===== src/rtl/iqc_pkg.sv =====
package iqc_pkg;

    localparam int SAMPLE_W_DEF = 16;
    localparam int COEF_W_DEF   = 12;
    localparam int LANES        = 2;

    typedef enum logic [1:0] {
        SLOT_COEF_I = 2'd0,
        SLOT_COEF_Q = 2'd1,
        SLOT_OFS_I  = 2'd2,
        SLOT_OFS_Q  = 2'd3
    } cfg_slot_e;

    // Clamp a wide signed value into a w-bit two's complement range.
    function automatic longint clamp_to(input longint v, input int w);
        longint hi;
        longint lo;
        hi = (longint'(1) <<< (w - 1)) - 1;
        lo = -hi - 1;
        if (v > hi)      return hi;
        else if (v < lo) return lo;
        else             return v;
    endfunction

endpackage


===== src/rtl/iqc_regbank.sv =====
module iqc_regbank
    import iqc_pkg::*;
#(
    parameter int DW = SAMPLE_W_DEF,
    parameter int CW = COEF_W_DEF
) (
    input  logic                 clk,
    input  logic                 rst,
    input  logic                 in_valid,
    input  logic                 cfg_wr,
    input  logic [1:0]           cfg_sel,
    input  logic [DW-1:0]        cfg_data,
    input  logic                 cfg_apply,
    output logic signed [CW-1:0] act_coef [LANES],
    output logic signed [DW-1:0] act_ofs  [LANES]
);

    logic                 armed_q;
    logic                 load_now;
    logic signed [CW-1:0] stg_coef [LANES];
    logic signed [DW-1:0] stg_ofs  [LANES];

    assign load_now = armed_q && in_valid;

    always_ff @(posedge clk) begin
        if (rst) armed_q <= 1'b0;
        else     armed_q <= cfg_apply || (armed_q && !in_valid);
    end

    for (genvar l = 0; l < LANES; l++) begin : g_lane
        localparam logic [1:0] COEF_SLOT = 2'(SLOT_COEF_I) + 2'(l);
        localparam logic [1:0] OFS_SLOT  = 2'(SLOT_OFS_I) + 2'(l);

        always_ff @(posedge clk) begin
            if (rst) begin
                stg_coef[l] <= '0;
                stg_ofs[l]  <= '0;
            end else if (cfg_wr) begin
                if (cfg_sel == COEF_SLOT) stg_coef[l] <= cfg_data[CW-1:0];
                if (cfg_sel == OFS_SLOT)  stg_ofs[l]  <= cfg_data;
            end
        end

        always_ff @(posedge clk) begin
            if (rst) begin
                act_coef[l] <= '0;
                act_ofs[l]  <= '0;
            end else if (load_now) begin
                act_coef[l] <= stg_coef[l];
                act_ofs[l]  <= stg_ofs[l];
            end
        end
    end

endmodule


===== src/rtl/iqc_phase_lane.sv =====
module iqc_phase_lane
    import iqc_pkg::*;
#(
    parameter int DW = SAMPLE_W_DEF,
    parameter int CW = COEF_W_DEF
) (
    input  logic signed [DW-1:0] own,
    input  logic signed [DW-1:0] other,
    input  logic signed [CW-1:0] coef,
    output logic signed [DW-1:0] sum
);

    localparam int PW = DW + CW;
    localparam int SH = CW + 2;
    localparam int WW = PW + 1;

    logic signed [PW-1:0] prod;
    logic signed [PW-1:0] term;
    logic signed [WW-1:0] wide;

    always_comb begin
        prod = PW'(other) * PW'(coef);
        term = prod >>> SH;
        wide = WW'(own) + WW'(term);
        sum  = DW'(clamp_to(longint'(wide), DW));
    end

endmodule


===== src/rtl/iqc_offset_lane.sv =====
module iqc_offset_lane
    import iqc_pkg::*;
#(
    parameter int DW = SAMPLE_W_DEF
) (
    input  logic signed [DW-1:0] val,
    input  logic signed [DW-1:0] ofs,
    output logic signed [DW-1:0] res
);

    localparam int WW = DW + 1;

    logic signed [WW-1:0] wide;

    always_comb begin
        wide = WW'(val) + WW'(ofs);
        res  = DW'(clamp_to(longint'(wide), DW));
    end

endmodule


===== src/rtl/iqc_corrector.sv =====
module iqc_corrector
    import iqc_pkg::*;
#(
    parameter int DW = SAMPLE_W_DEF,
    parameter int CW = COEF_W_DEF
) (
    input  logic                 clk,
    input  logic                 rst,
    input  logic                 in_valid,
    input  logic signed [DW-1:0] in_i,
    input  logic signed [DW-1:0] in_q,
    input  logic                 cfg_wr,
    input  logic [1:0]           cfg_sel,
    input  logic [DW-1:0]        cfg_data,
    input  logic                 cfg_apply,
    output logic                 out_valid,
    output logic signed [DW-1:0] out_i,
    output logic signed [DW-1:0] out_q
);

    logic signed [CW-1:0] act_coef [LANES];
    logic signed [DW-1:0] act_ofs  [LANES];
    logic signed [DW-1:0] smp      [LANES];
    logic signed [DW-1:0] ph_sum   [LANES];
    logic signed [DW-1:0] s1_val   [LANES];
    logic signed [DW-1:0] s1_ofs   [LANES];
    logic signed [DW-1:0] fin      [LANES];
    logic signed [DW-1:0] s2_val   [LANES];
    logic                 s1_v;
    logic                 s2_v;

    logic signed [CW-1:0] act_ci;
    logic signed [CW-1:0] act_cq;
    logic signed [DW-1:0] act_oi;
    logic signed [DW-1:0] act_oq;

    assign smp[0] = in_i;
    assign smp[1] = in_q;
    assign act_ci = act_coef[0];
    assign act_cq = act_coef[1];
    assign act_oi = act_ofs[0];
    assign act_oq = act_ofs[1];

    iqc_regbank #(.DW(DW), .CW(CW)) i_regs (
        .clk       (clk),
        .rst       (rst),
        .in_valid  (in_valid),
        .cfg_wr    (cfg_wr),
        .cfg_sel   (cfg_sel),
        .cfg_data  (cfg_data),
        .cfg_apply (cfg_apply),
        .act_coef  (act_coef),
        .act_ofs   (act_ofs)
    );

    for (genvar l = 0; l < LANES; l++) begin : g_lane
        iqc_phase_lane #(.DW(DW), .CW(CW)) i_phase (
            .own   (smp[l]),
            .other (smp[LANES-1-l]),
            .coef  (act_coef[l]),
            .sum   (ph_sum[l])
        );

        // Stage 1: clipped phase sum plus the offset snapshot of the same bank.
        always_ff @(posedge clk) begin
            if (rst) begin
                s1_val[l] <= '0;
                s1_ofs[l] <= '0;
            end else if (in_valid) begin
                s1_val[l] <= ph_sum[l];
                s1_ofs[l] <= act_ofs[l];
            end
        end

        iqc_offset_lane #(.DW(DW)) i_ofs (
            .val (s1_val[l]),
            .ofs (s1_ofs[l]),
            .res (fin[l])
        );

        // Stage 2: output register, held while no pair arrives.
        always_ff @(posedge clk) begin
            if (rst)       s2_val[l] <= '0;
            else if (s1_v) s2_val[l] <= fin[l];
        end
    end

    always_ff @(posedge clk) begin
        if (rst) begin
            s1_v <= 1'b0;
            s2_v <= 1'b0;
        end else begin
            s1_v <= in_valid;
            s2_v <= s1_v;
        end
    end

    assign out_valid = s2_v;
    assign out_i     = s2_val[0];
    assign out_q     = s2_val[1];

endmodule


===== config.mk =====
export PLATFORM = sky130hd
export DESIGN_NAME = iqc_corrector
export DESIGN_NICKNAME = d
export VERILOG_FILES = /design/src/rtl/iqc_pkg.sv /design/src/rtl/iqc_regbank.sv /design/src/rtl/iqc_phase_lane.sv /design/src/rtl/iqc_offset_lane.sv /design/src/rtl/iqc_corrector.sv
export SDC_FILE = /design/constraint.sdc
export NUM_CORES = 1
export LEC_CHECK = 0
export BUFFER_PORTS_ARGS = -buffer_cell sky130_fd_sc_hd__buf_2
export CORE_MARGIN = 1
export CORE_UTILIZATION = 27
export CTS_CLUSTER_SIZE = 8
export DETAILED_ROUTE_END_ITERATION = 7
export PLACE_DENSITY = 0.41
export SLEW_MARGIN = 15
export SYNTH_ARGS = -nofsm -noshare
export SYNTH_HDL_FRONTEND = slang
export SYNTH_SLANG_ARGS = --single-unit
export TNS_END_PERCENT = 10

===== constraint.sdc =====
create_clock -name clk -period 19.05 [get_ports clk]
set_input_delay 1.905 -clock clk [delete_from_list [all_inputs] [get_ports clk]]
set_output_delay 1.905 -clock clk [all_outputs]
set_load 0.005 [all_outputs]

==> reports/qor.yml, run 1 <==
outcome:
  status: "completed"
global_route:
  grtUsageTotal: 0.153
  grt_max_degree: 57
  grt_overflow_total: 0
  first_global_vias: 18987
  grt_antenna_before_repair: 4
  grt_pass1_wl_um: 108000
logic_synthesis:
  synth_area_leaders: "fa_1 30%, edfxtp_1 19%, ha_1 9.2%, inv_1 7.1%, nand2_1 6.3%"
  async_flop_share: 0
  synthFlopType: "edfxtp_1"
  synth_seq_cells: 211
  synth.distinct_cells: 68
  yosysTopAreaCellShare: 0.299
  syn_area_um2: 23900
  syn_area_per_cell_um2: 9.48
  synthCells: 2515
  synth_seq_area_share: 0.241
  yosysWarnings: 0
  syn-num-nets: 3102
  synth-edff-count: 152
  yosysTopAreaCell: "fa_1"
clocking:
  cts_resized: 0
  htreeDepth: 1
  cts-root-buf: "clkbuf_16"
  cts_tree: "yes"
  cts_made_buffers: 30
  cts_hold_buf: 0
  clock_sinks: 211
  cts.clk_slew.worst_paths_ns: 0.05
  clock_path_buffers: 3
  cts_setup_buffers: 0
  worstSkewPairLatency_ns: 0.55
min_path:
  hold_end: "i_regs.act_ofs[1]"
  hold_depth: 2
  hp-class: "reg -> reg"
  hold_start: "i_regs.act_ofs[1]"
layout:
  finish.utilization: 0.302
  final_nets: 3128
  fillers: 9123
  final_common_cell: "inv_1"
  final_layout_size_suffix_gt1_frac: 0.0628
  area_delta_synth_final_pct: 10.2
  instances_no_fill: 3718
  diodes: 0
  final_cell_mix: "450 x inv_1, 398 x nand2_1, 356 x fa_1"
die:
  ioPinCount: 88
  die-width_um: 299
  rows: 108
  initial_core_util: 0.274
  die_area_um2: 89500
  die_h_um: 299
  core-area_um2: 87200
pwr:
  power-per-cell-area_nw_per_um2: 66.9
  ir_drop_v: 0.0000516
  p_switching_uw: 655
  p_sw_frac: 0.373
  power.internal_mw: 1.10
  p_leak_nw: 11.9
  p_comb_frac: 0.388
  clkPwrFrac: 0.281
  pwr-share-seq: 0.332
critical_path:
  r2r_end: "s1_val[1][5]"
  r2r_cells: 26
  worstReg2RegStart: "i_regs.act_coef[0]"
  crit_path_start_kind: "primary input"
  r2r_setup_slack_ns: 9.92
  arrival_ns: 9.96
  critPathBufInv: 6
  cp_common_cell: "inv_1"
  cp_max_fo: 15
  cp_top_family: "adder cells"
  worstSetupPathType: "in -> reg"
  cpMaxStageDelayCell: "a211oi_1"
  endpoint_kind: "register"
  cpPeakStageDelay_ns: 0.70
  critical_path_required_ns: 19.30
placed_design:
  place.gp.congestion: 0.864
  dp_cells: 3664
  port_buffers: 87
  dpl.hpwl_um: 53200
  post-place-ws_ns: 8.76
routing:
  drc: 0
  drt-wirelength-per-cell_um: 18.0
  wl_met1_um: 30900
  met3_length_um: 1840
  dr.pass1.iters: 5
  dr_wl_met2_um: 32900
  drt_first_iter_violations: 663
  avgViaCountPerCell: 4.60
  antenna_left: 0
  num_vias: 17117
  postRouteWirelength_um: 66900
  highest_layer: "met4"
sta:
  period_share: 0.510
  worst_slew_pin_slew_ns: 1.10
  fin_skew_ns: 0.0133
  max-slew-margin-rel: 0.266
  clock.fmax_mhz: 103
  setup_ws_ns: 9.34
  setup_violations: 0
  grt_setup_unrepaired: "no"
  hold_violations: 0
  fin_setup_tns_ns: 0
  final_max_slew_viol_count: 0
  fin_crit_ns: 9.71
job:
  cap_violations: 0
[Yosys cell counts (8+ instances only)]
| cell | instances |
|---|---|
| a211oi_1 | 13 |
| o211ai_1 | 10 |
| nor2_1 | 67 |
| edfxtp_1 | 152 |
| nand2b_1 | 17 |
| nand2_1 | 399 |
| clkbuf_1 | 93 |
| or2_2 | 10 |
| a31oi_1 | 8 |
| o21a_1 | 16 |
| o22ai_1 | 27 |
| and2_1 | 198 |
| o21bai_1 | 12 |
| xnor2_1 | 42 |
| ha_1 | 176 |
| a21oi_1 | 128 |
| fa_1 | 356 |
| dfxtp_1 | 59 |
| or3_1 | 10 |
| o21ai_0 | 52 |
| xor2_1 | 39 |
| nand4_1 | 9 |
| o31ai_1 | 13 |
| nor2b_1 | 10 |
| nand3_1 | 23 |
| nor3_1 | 25 |
| inv_1 | 450 |
| a21o_1 | 25 |
[cell type report]
class,instances,area (µm²),share of cell area
Clock buffer,53,858,0.0327
Clock inverter,1,7.51,0.000286
Inverter,450,1690,0.0643
Multi-Input combinational cell,1749,16000,0.609
Sequential cell,211,5750,0.219
Tap cell,1155,1450,0.0550
Timing Repair Buffer,99,526,0.0200
[worst max path at each step]
stage | start | to | slack, ns | cells after the start
floorplan | in_i[11] | s1_val[1][10] | 10.35 | 28
global placement | in_i[15] | s1_val[1][5] | 8.83 | 27
detailed placement | in_i[15] | s1_val[1][5] | 8.76 | 27
CTS | in_i[15] | s1_val[1][5] | 9.31 | 27
global route | in_i[15] | s1_val[1][5] | 8.69 | 27
finish | in_i[15] | s1_val[1][5] | 9.34 | 27
[tightest hold or removal path: cells and delay by family, from the launching register on]
| kind | cells | cell delay [ns] |
|---|---|---|
| AND/OR/NAND/NOR | 1 | 0.05 |
| flip-flops | 1 | 0.30 |
| AO/OA/AOI/OAI | 1 | 0.05 |
[registers in the layout, summed over array words and instances (netlist names)]
| signal | flops |
|---|---|
| i_regs.act_ofs | 32 |
| i_regs.stg_ofs | 32 |
| out_valid | 1 |
| s1_val | 32 |
| s2_val | 32 |
| s1_v | 1 |
| i_regs.stg_coef | 24 |
| i_regs.armed_q | 1 |
| s1_ofs | 32 |
| i_regs.act_coef | 24 |
[power groups by stage]
| stage | registers [mW] | clock network, mW | logic [mW] |
|---|---|---|---|
| floorplan | 0.565 | 0 | 0.490 |
| global placement | 0.592 | 0 | 0.682 |
| detailed placement | 0.593 | 0 | 0.683 |
| CTS | 0.584 | 0.507 | 0.688 |
| global route | 0.587 | 0.525 | 0.769 |
| finish | 0.583 | 0.493 | 0.682 |
[kinds of logic after synthesis]
| group | after synthesis | share of synthesized area |
|---|---|---|
| xor gates and xnor gates | 81 | 0.0297 |
| AOI/OAI and AO/OA | 351 | 0.0945 |
| buffers and inverters | 555 | 0.0882 |
| muxes | 1 | 0.000472 |
| DFF | 211 | 0.241 |
| adders and majority gates | 532 | 0.391 |
| and+or+nand+nor | 784 | 0.155 |
[routing by layer]
metal / track usage / up-vias
li1: - / 8021
met3: 0.0109 / 74
met4: 0.0333 / 0
met2: 0.272 / 272
met5: 0 / -
met1: 0.204 / 8750
[stage by stage]
stage | total power, mW | instance area [µm²] | hold WS, ns
after floorplan | 1.06 | 23900 | 0.432
after global placement | 1.27 | 25400 | 0.438
after detailed placement | 1.28 | 25400 | 0.443
after CTS | 1.78 | 26300 | 0.450
after global routing | 1.88 | 26300 | 0.464
final | 1.76 | 26300 | 0.448
No activity file was read; power rests on OpenSTA's default activity.
==> inputs of run 2 (changes only) <==
- ABC_AREA: not set -> 1
- PLACE_DENSITY: 0.41 -> 0.43
- clock period: 19.05 -> 8.1 ns (I/O delays scaled with it)
==> run 2 against run 1 <==
Against the previous run: clock skew up 0.011 ns; clock power is 130% higher; routed wire length up 12%; critical endpoint is now s1_val[1][14]; highest routed layer is now met5.
==> reports/qor.yml, run 2 <==
clocking:
  cts-root-buf: "clkbuf_16"  # unchanged
  cts_hold_buf: 0  # unchanged
  cts_made_buffers: 30  # unchanged
  worstSkewPairLatency_ns: 0.56  # was 0.55 ns
  cts_setup_buffers: 0  # unchanged
  htreeDepth: 1  # unchanged
  clock_sinks: 211  # unchanged
  cts_tree: "yes"  # unchanged
  clock_path_buffers: 3  # unchanged
  cts_resized: 0  # unchanged
  cts.clk_slew.worst_paths_ns: 0.05  # about the same
routing:
  num_vias: 20149  # was 17.1k
  postRouteWirelength_um: 74800  # was 66900 µm
  antenna_left: 0  # unchanged
  drt-wirelength-per-cell_um: 16.2  # was 18.0 µm
  drc: 0  # unchanged
  avgViaCountPerCell: 4.36  # was 4.60
  drt_first_iter_violations: 1056  # was 663
  dr.pass1.iters: 6  # was 5
layout:
  area_delta_synth_final_pct: 10.4  # was 10.2%
  final_layout_size_suffix_gt1_frac: 0.0763  # was 0.0628
  multi_input_area_um2: 16900  # was 16000 µm²
  final_common_cell: "nand2_1"  # was inv_1
  final_nets: 3921  # was 3128
  fin_area_um2: 28700  # was 26300 µm²
  seq_area_um2: 5750  # unchanged
  fillers: 10326  # was 9123
  final_cell_mix: "817 x nand2_1, 758 x inv_1, 356 x fa_1"  # was 450 x inv_1, 398 x nand2_1, 356 x fa_1
  instances_no_fill: 4621  # was 3718
critical_path:
  cpMaxStageDelayCell: "dfxtp_1"  # was a211oi_1
  cpPeakStageDelay_ns: 0.80  # was 0.70 ns
  cp_max_fo: 13  # was 15
  critical_path_required_ns: 8.40  # was 19.30 ns
  endpoint_kind: "register"  # unchanged
  crit_path_start_kind: "register"  # was primary input
  worstSetupPathType: "reg -> reg"  # was in -> reg
  cp_common_cell: "nand2_1"  # was inv_1
  arrival_ns: 7.70  # was 9.96 ns
logic_synthesis:
  async_flop_share: 0  # unchanged
  synthTopCellsByCount: "819 x nand2_1, 760 x inv_1, 356 x fa_1"  # was 450 x inv_1, 399 x nand2_1, 356 x fa_1
  synthCells: 3290  # was 2515
  synth_seq_cells: 211  # unchanged
  yosysWarnings: 0  # unchanged
  synth-edff-count: 152  # unchanged
  syn_area_um2: 26000  # was 23900 µm²
  synthFlopType: "edfxtp_1"  # unchanged
  syn_area_per_cell_um2: 7.90  # was 9.48 µm²
  synth_most_common_cell: "nand2_1"  # was inv_1
  yosysTopAreaCell: "fa_1"  # unchanged
  yosysTopAreaCellShare: 0.274  # was 0.299
  synth_area_leaders: "fa_1 27%, edfxtp_1 18%, nand2_1 12%, inv_1 11%, ha_1 8.5%"  # was fa_1 30%, edfxtp_1 19%, ha_1 9.2%, inv_1 7.1%, nand2_1 6.3%
  synth_seq_area_share: 0.221  # was 0.241
  synth.distinct_cells: 40  # was 68
  syn-num-nets: 3877  # was 3102
sta:
  max-slew-margin-rel: 0.398  # was 0.266
  fin_crit_ns: 7.40
  final_max_slew_viol_count: 0  # unchanged
  worst_slew_pin_slew_ns: 0.903  # was 1.10 ns
  setup_violations: 0  # unchanged
  setup_ws_ns: 0.697  # was 9.34 ns
  grt_setup_unrepaired: "no"  # unchanged
  clock.fmax_mhz: 135
  period_share: 0.914
  fin_setup_tns_ns: 0  # unchanged
  fin_skew_ns: 0.0245  # was 0.0133 ns
  hold_violations: 0  # unchanged
placed_design:
  port_buffers: 87  # unchanged
  place.gp.congestion: 0.862  # was 0.864
  post_dp_cell_area_um2: 27900  # was 25400 µm²
  dpl.hpwl_um: 61400  # was 53200 µm
  dp_cells: 4567  # was 3664
  post-place-ws_ns: 0.458  # was 8.76 ns
pwr:
  power-per-cell-area_nw_per_um2: 235  # was 66.9 nW/µm²
  ir_drop_v: 0.000142  # was 0.0000516 V
  p_leak_nw: 14.9  # was 11.9 nW
global_route:
  grt_antenna_before_repair: 5  # was 4
  grt_pass1_wl_um: 118000  # was 108000 µm
  grt_max_degree: 67  # was 57
  grt_overflow_total: 0  # unchanged
  grtUsageTotal: 0.155  # was 0.153
  first_global_vias: 20534  # was 19.0k
outcome:
  status: "completed"  # unchanged
job:
  cap_violations: 0  # unchanged
die:
  die_h_um: 312  # was 299 µm
  ioPinCount: 88  # unchanged
  initial_core_util: 0.273  # was 0.274
  rows: 113  # was 108
  die_area_um2: 97500  # was 89500 µm²
  core-area_um2: 95200  # was 87200 µm²
  die-width_um: 312  # was 299 µm
min_path:
  hp-class: "reg -> reg"  # unchanged
-- run 2: layer usage --
layer / vias to the layer above / routed length, µm / global-route usage
li1: 9954 / - / -
met1: 9740 / 33400 / 0.206
met2: 371 / 37200 / 0.274
met3: 80 / 2810 / 0.0136
met4: 4 / 1360 / 0.0322
met5: - / 23 / 0
-- run 2: critical path: cells and delay by family, from the launching register on --
| family | cells | cell delay, ns |
|---|---|---|
| adder cells (fa/ha/maj) | 7 | 3.41 |
| buffers and inverters | 6 | 0.58 |
| AND/OR/NAND/NOR | 16 | 2.09 |
| AO/OA/AOI/OAI | 1 | 0.25 |
| flip-flops | 1 | 0.80 |
-- run 2: cell families (layout without fill, tap and decap cells) --
logic type | count (synthesis) | in the layout | share of synthesized area
AOI/OAI and AO/OA | 269 | 269 | 0.0583
xor gates and xnor gates | 70 | 70 | 0.0236
adders and majority gates | 532 | 532 | 0.359
buffers and inverters | 885 | 949 | 0.129
DFF | 211 | 211 | 0.221
other | 0 | 2 | 0
and+or+nand+nor | 1323 | 1323 | 0.209
-- run 2: metrics by stage --
step / utilization / hold WS, ns / total power, mW
after floorplan: - / 0.430 / 4.46
after global placement: 0.293 / 0.442 / 5.70
after detailed placement: 0.293 / 0.447 / 5.67
after CTS: 0.302 / 0.440 / 6.85
after global routing: 0.302 / 0.460 / 7.43
final: 0.302 / 0.453 / 6.75
-- run 2: worst paths after layout --
check / from / end / slack (ns) / cells after the start
hold reg to reg: i_regs.act_ofs[30] / i_regs.act_ofs[30] / 0.45 / 2
hold / removal: i_regs.act_ofs[30] / i_regs.act_ofs[30] / 0.45 / 2
setup reg to reg: i_regs.act_coef[3] / s1_val[1][14] / 0.70 / 30
setup / recovery: i_regs.act_coef[3] / s1_val[1][14] / 0.70 / 30
-- run 2: where the power goes --
group | internal (mW) | total (mW) | switching, mW | leakage (nW)
registers | 1.34 | 1.43 | 0.0858 | 2.08
logic | 1.41 | 4.19 | 2.78 | 12.4
clock network | 0.683 | 1.13 | 0.451 | 0.404
total | 3.43 | 6.75 | 3.32 | 14.9
-- run 2: area by class of cell --
class / instances / area share
Antenna cell: 2 / 0.000174
Clock buffer: 50 / 0.0288
Clock inverter: 2 / 0.000741
Inverter: 769 / 0.101
Multi-Input combinational cell: 2194 / 0.589
Sequential cell: 211 / 0.200
Tap cell: 1265 / 0.0551
Timing Repair Buffer: 128 / 0.0259
==> inputs of run 3 (changes only) <==
- CORE_UTILIZATION: 27 -> 50
- HOLD_SLACK_MARGIN: not set -> 0.12
- PLACE_DENSITY: 0.43 -> 0.69
==> run 3 against run 2 <==
Against the previous run: routed wire length fell by 16%; largest cell class unchanged; critical path depth did not move; critical endpoint is now s1_val[1][7]; clock skew is 0.016 ns lower; clock power is 4% higher; critical path type unchanged; maximum frequency increased by 1.9%; sequential power about the same.
==> reports/qor.yml, run 3 (synthesized netlist as in run 2, its figures left out) <==
critical_path:
  cp_common_cell: "nand2_1"  # unchanged
  arrival_ns: 7.54  # was 7.70 ns
  r2r_setup_slack_ns: 0.83  # was 0.70 ns
  path_depth: 30  # unchanged
  cpPeakStageDelay_ns: 0.72  # was 0.80 ns
  cp_top_family: "adder cells"  # unchanged
  critPathBufInv: 6  # unchanged
  cpMaxStageDelayCell: "dfxtp_1"  # unchanged
  critical_path_required_ns: 8.37  # was 8.40 ns
  worstReg2RegStart: "i_regs.act_coef[3]"  # unchanged
  crit_path_start_kind: "register"  # unchanged
  worstSetupPathType: "reg -> reg"  # unchanged
  endpoint_kind: "register"  # unchanged
  r2r_end: "s1_val[1][7]"  # was s1_val[1][14]
  cp_max_fo: 13  # unchanged
  r2r_cells: 30  # unchanged
routing:
  drt_first_iter_violations: 1493  # was 1056
  num_vias: 20357  # was 20.1k
  drt-wirelength-per-cell_um: 15.6  # was 16.2 µm
  avgViaCountPerCell: 5.05  # was 4.36
  dr.pass1.iters: 7  # was 6
  drc: 0  # unchanged
  antenna_left: 0  # unchanged
  postRouteWirelength_um: 62800  # was 74800 µm
pwr:
  p_leak_nw: 14.9  # about the same
  ir_drop_v: 0.000169  # was 0.000142 V
  report.power.total_mw: 6.68  # was 6.75 mW
  power-per-cell-area_nw_per_um2: 239  # was 235 nW/µm²
clocking:
  clock_sinks: 211  # unchanged
  cts_setup_buffers: 0  # unchanged
  cts.clk_slew.worst_paths_ns: 0.05  # about the same
  cts_tree: "yes"  # unchanged
  clock_path_buffers: 3  # unchanged
  htreeDepth: 1  # unchanged
  cts_resized: 0  # unchanged
  cts-root-buf: "clkbuf_16"  # unchanged
  worstSkewPairLatency_ns: 0.54  # was 0.56 ns
  cts_made_buffers: 30  # unchanged
  cts_hold_buf: 0  # unchanged
layout:
  final_layout_size_suffix_gt1_frac: 0.0741  # was 0.0763
  area_delta_synth_final_pct: 7.52  # was 10.4%
  instances_no_fill: 4029  # was 4621
  final_nets: 3913  # was 3921
  final_common_cell: "nand2_1"  # unchanged
  diodes: 0  # was 2
  fillers: 4888  # was 10.3k
  final_cell_mix: "817 x nand2_1, 760 x inv_1, 356 x fa_1"  # was 817 x nand2_1, 758 x inv_1, 356 x fa_1
sta:
  grt_setup_unrepaired: "no"  # unchanged
  clock.fmax_mhz: 138  # was 135 MHz
  worst_slew_pin_slew_ns: 0.936  # was 0.903 ns
  fin_crit_ns: 7.27  # was 7.40 ns
  hold_violations: 0  # unchanged
  final_max_slew_viol_count: 0  # unchanged
  fin_skew_ns: 0.00894  # was 0.0245 ns
  period_share: 0.897  # was 0.914
  fin_setup_tns_ns: 0  # unchanged
  max-slew-margin-rel: 0.374  # was 0.398
  setup_violations: 0  # unchanged
global_route:
  grt_max_degree: 92  # was 67
  grt_overflow_total: 0  # unchanged
  grtUsageTotal: 0.246  # was 0.155
  grt_antenna_before_repair: 0  # was 5
  grt_pass1_wl_um: 104000  # was 118000 µm
  first_global_vias: 20621  # was 20.5k
die:
  ioPinCount: 88  # unchanged
  die_area_um2: 52900  # was 97500 µm²
  die_h_um: 230  # was 312 µm
  core-area_um2: 51300  # was 95200 µm²
  die-width_um: 230  # was 312 µm
  initial_core_util: 0.507  # was 0.273
  rows: 83  # was 113
min_path:
  hp-class: "reg -> reg"  # unchanged
  hold_depth: 2  # unchanged
  hold_start: "i_regs.act_ofs[1]"  # was i_regs.act_ofs[30]
  hold_end: "i_regs.act_ofs[1]"  # was i_regs.act_ofs[30]
placed_design:
  port_buffers: 87  # unchanged
  place.gp.congestion: 0.985  # was 0.862
  dpl.hpwl_um: 51300  # was 61400 µm
  dp_cells: 3974  # was 4567
outcome:
  status: "completed"  # unchanged
job:
  cap_violations: 0  # unchanged
## run 3: changes by cell type in the layout (fill, tap and decap cells not counted), sizes merged
cell    before  now
bufinv       0    1
buf        128  120
clkbuf      50   54
inv        767  769
clkinv       4    0
diode        2    0
## run 3: report_power, final
group / switching (mW) / internal [mW] / total [mW]
logic: 2.67 / 1.39 / 4.07
registers: 0.0950 / 1.35 / 1.44
clock network: 0.438 / 0.738 / 1.18
total: 3.20 / 3.48 / 6.68
## run 3: metrics by stage
step	cell area [µm²]	hold WS [ns]	util	setup slack, ns
detailed placement	27100	0.444	0.528	0.612
CTS	28000	0.453	0.545	0.937
finish	28000	0.450	0.545	0.833
global route	28000	0.471	0.545	0.330
global placement	27100	0.441	0.528	0.616
floorplan	26000	0.430	-	1.44
## run 3: worst max path at each step
stage,from,to,slack (ns)
finish,i_regs.act_coef[3],s1_val[1][7],0.83
global route,i_regs.act_coef[6],s1_val[1][7],0.33
CTS,i_regs.act_coef[3],s1_val[1][5],0.94
detailed placement,in_i[15],s1_val[1][3],0.61
global placement,in_i[15],s1_val[1][12],0.62
floorplan,in_q[5],s1_val[0][11],1.44
## run 3: metal layers
metal,part of all wire,track usage
met1,0.43,0.327
met5,0,0
met2,0.50,0.435
met3,0.050,0.0149
met4,0.024,0.0619
## run 3: worst min-delay path, cell delays in order (launching register included)
cell and delay (ns):
dfxtp_1 0.29, inv_1 0.06, a21oi_1 0.05
## run 3: final cells by class
type,count,area [µm²],share of cell area
clock buffer,54,862,0.0308
clock inverter,1,30.0,0.00107
inverter,769,2890,0.103
multi-input combinational,2194,16900,0.604
sequential,211,5750,0.206
tap,680,851,0.0304
timing repair buffer,120,683,0.0244
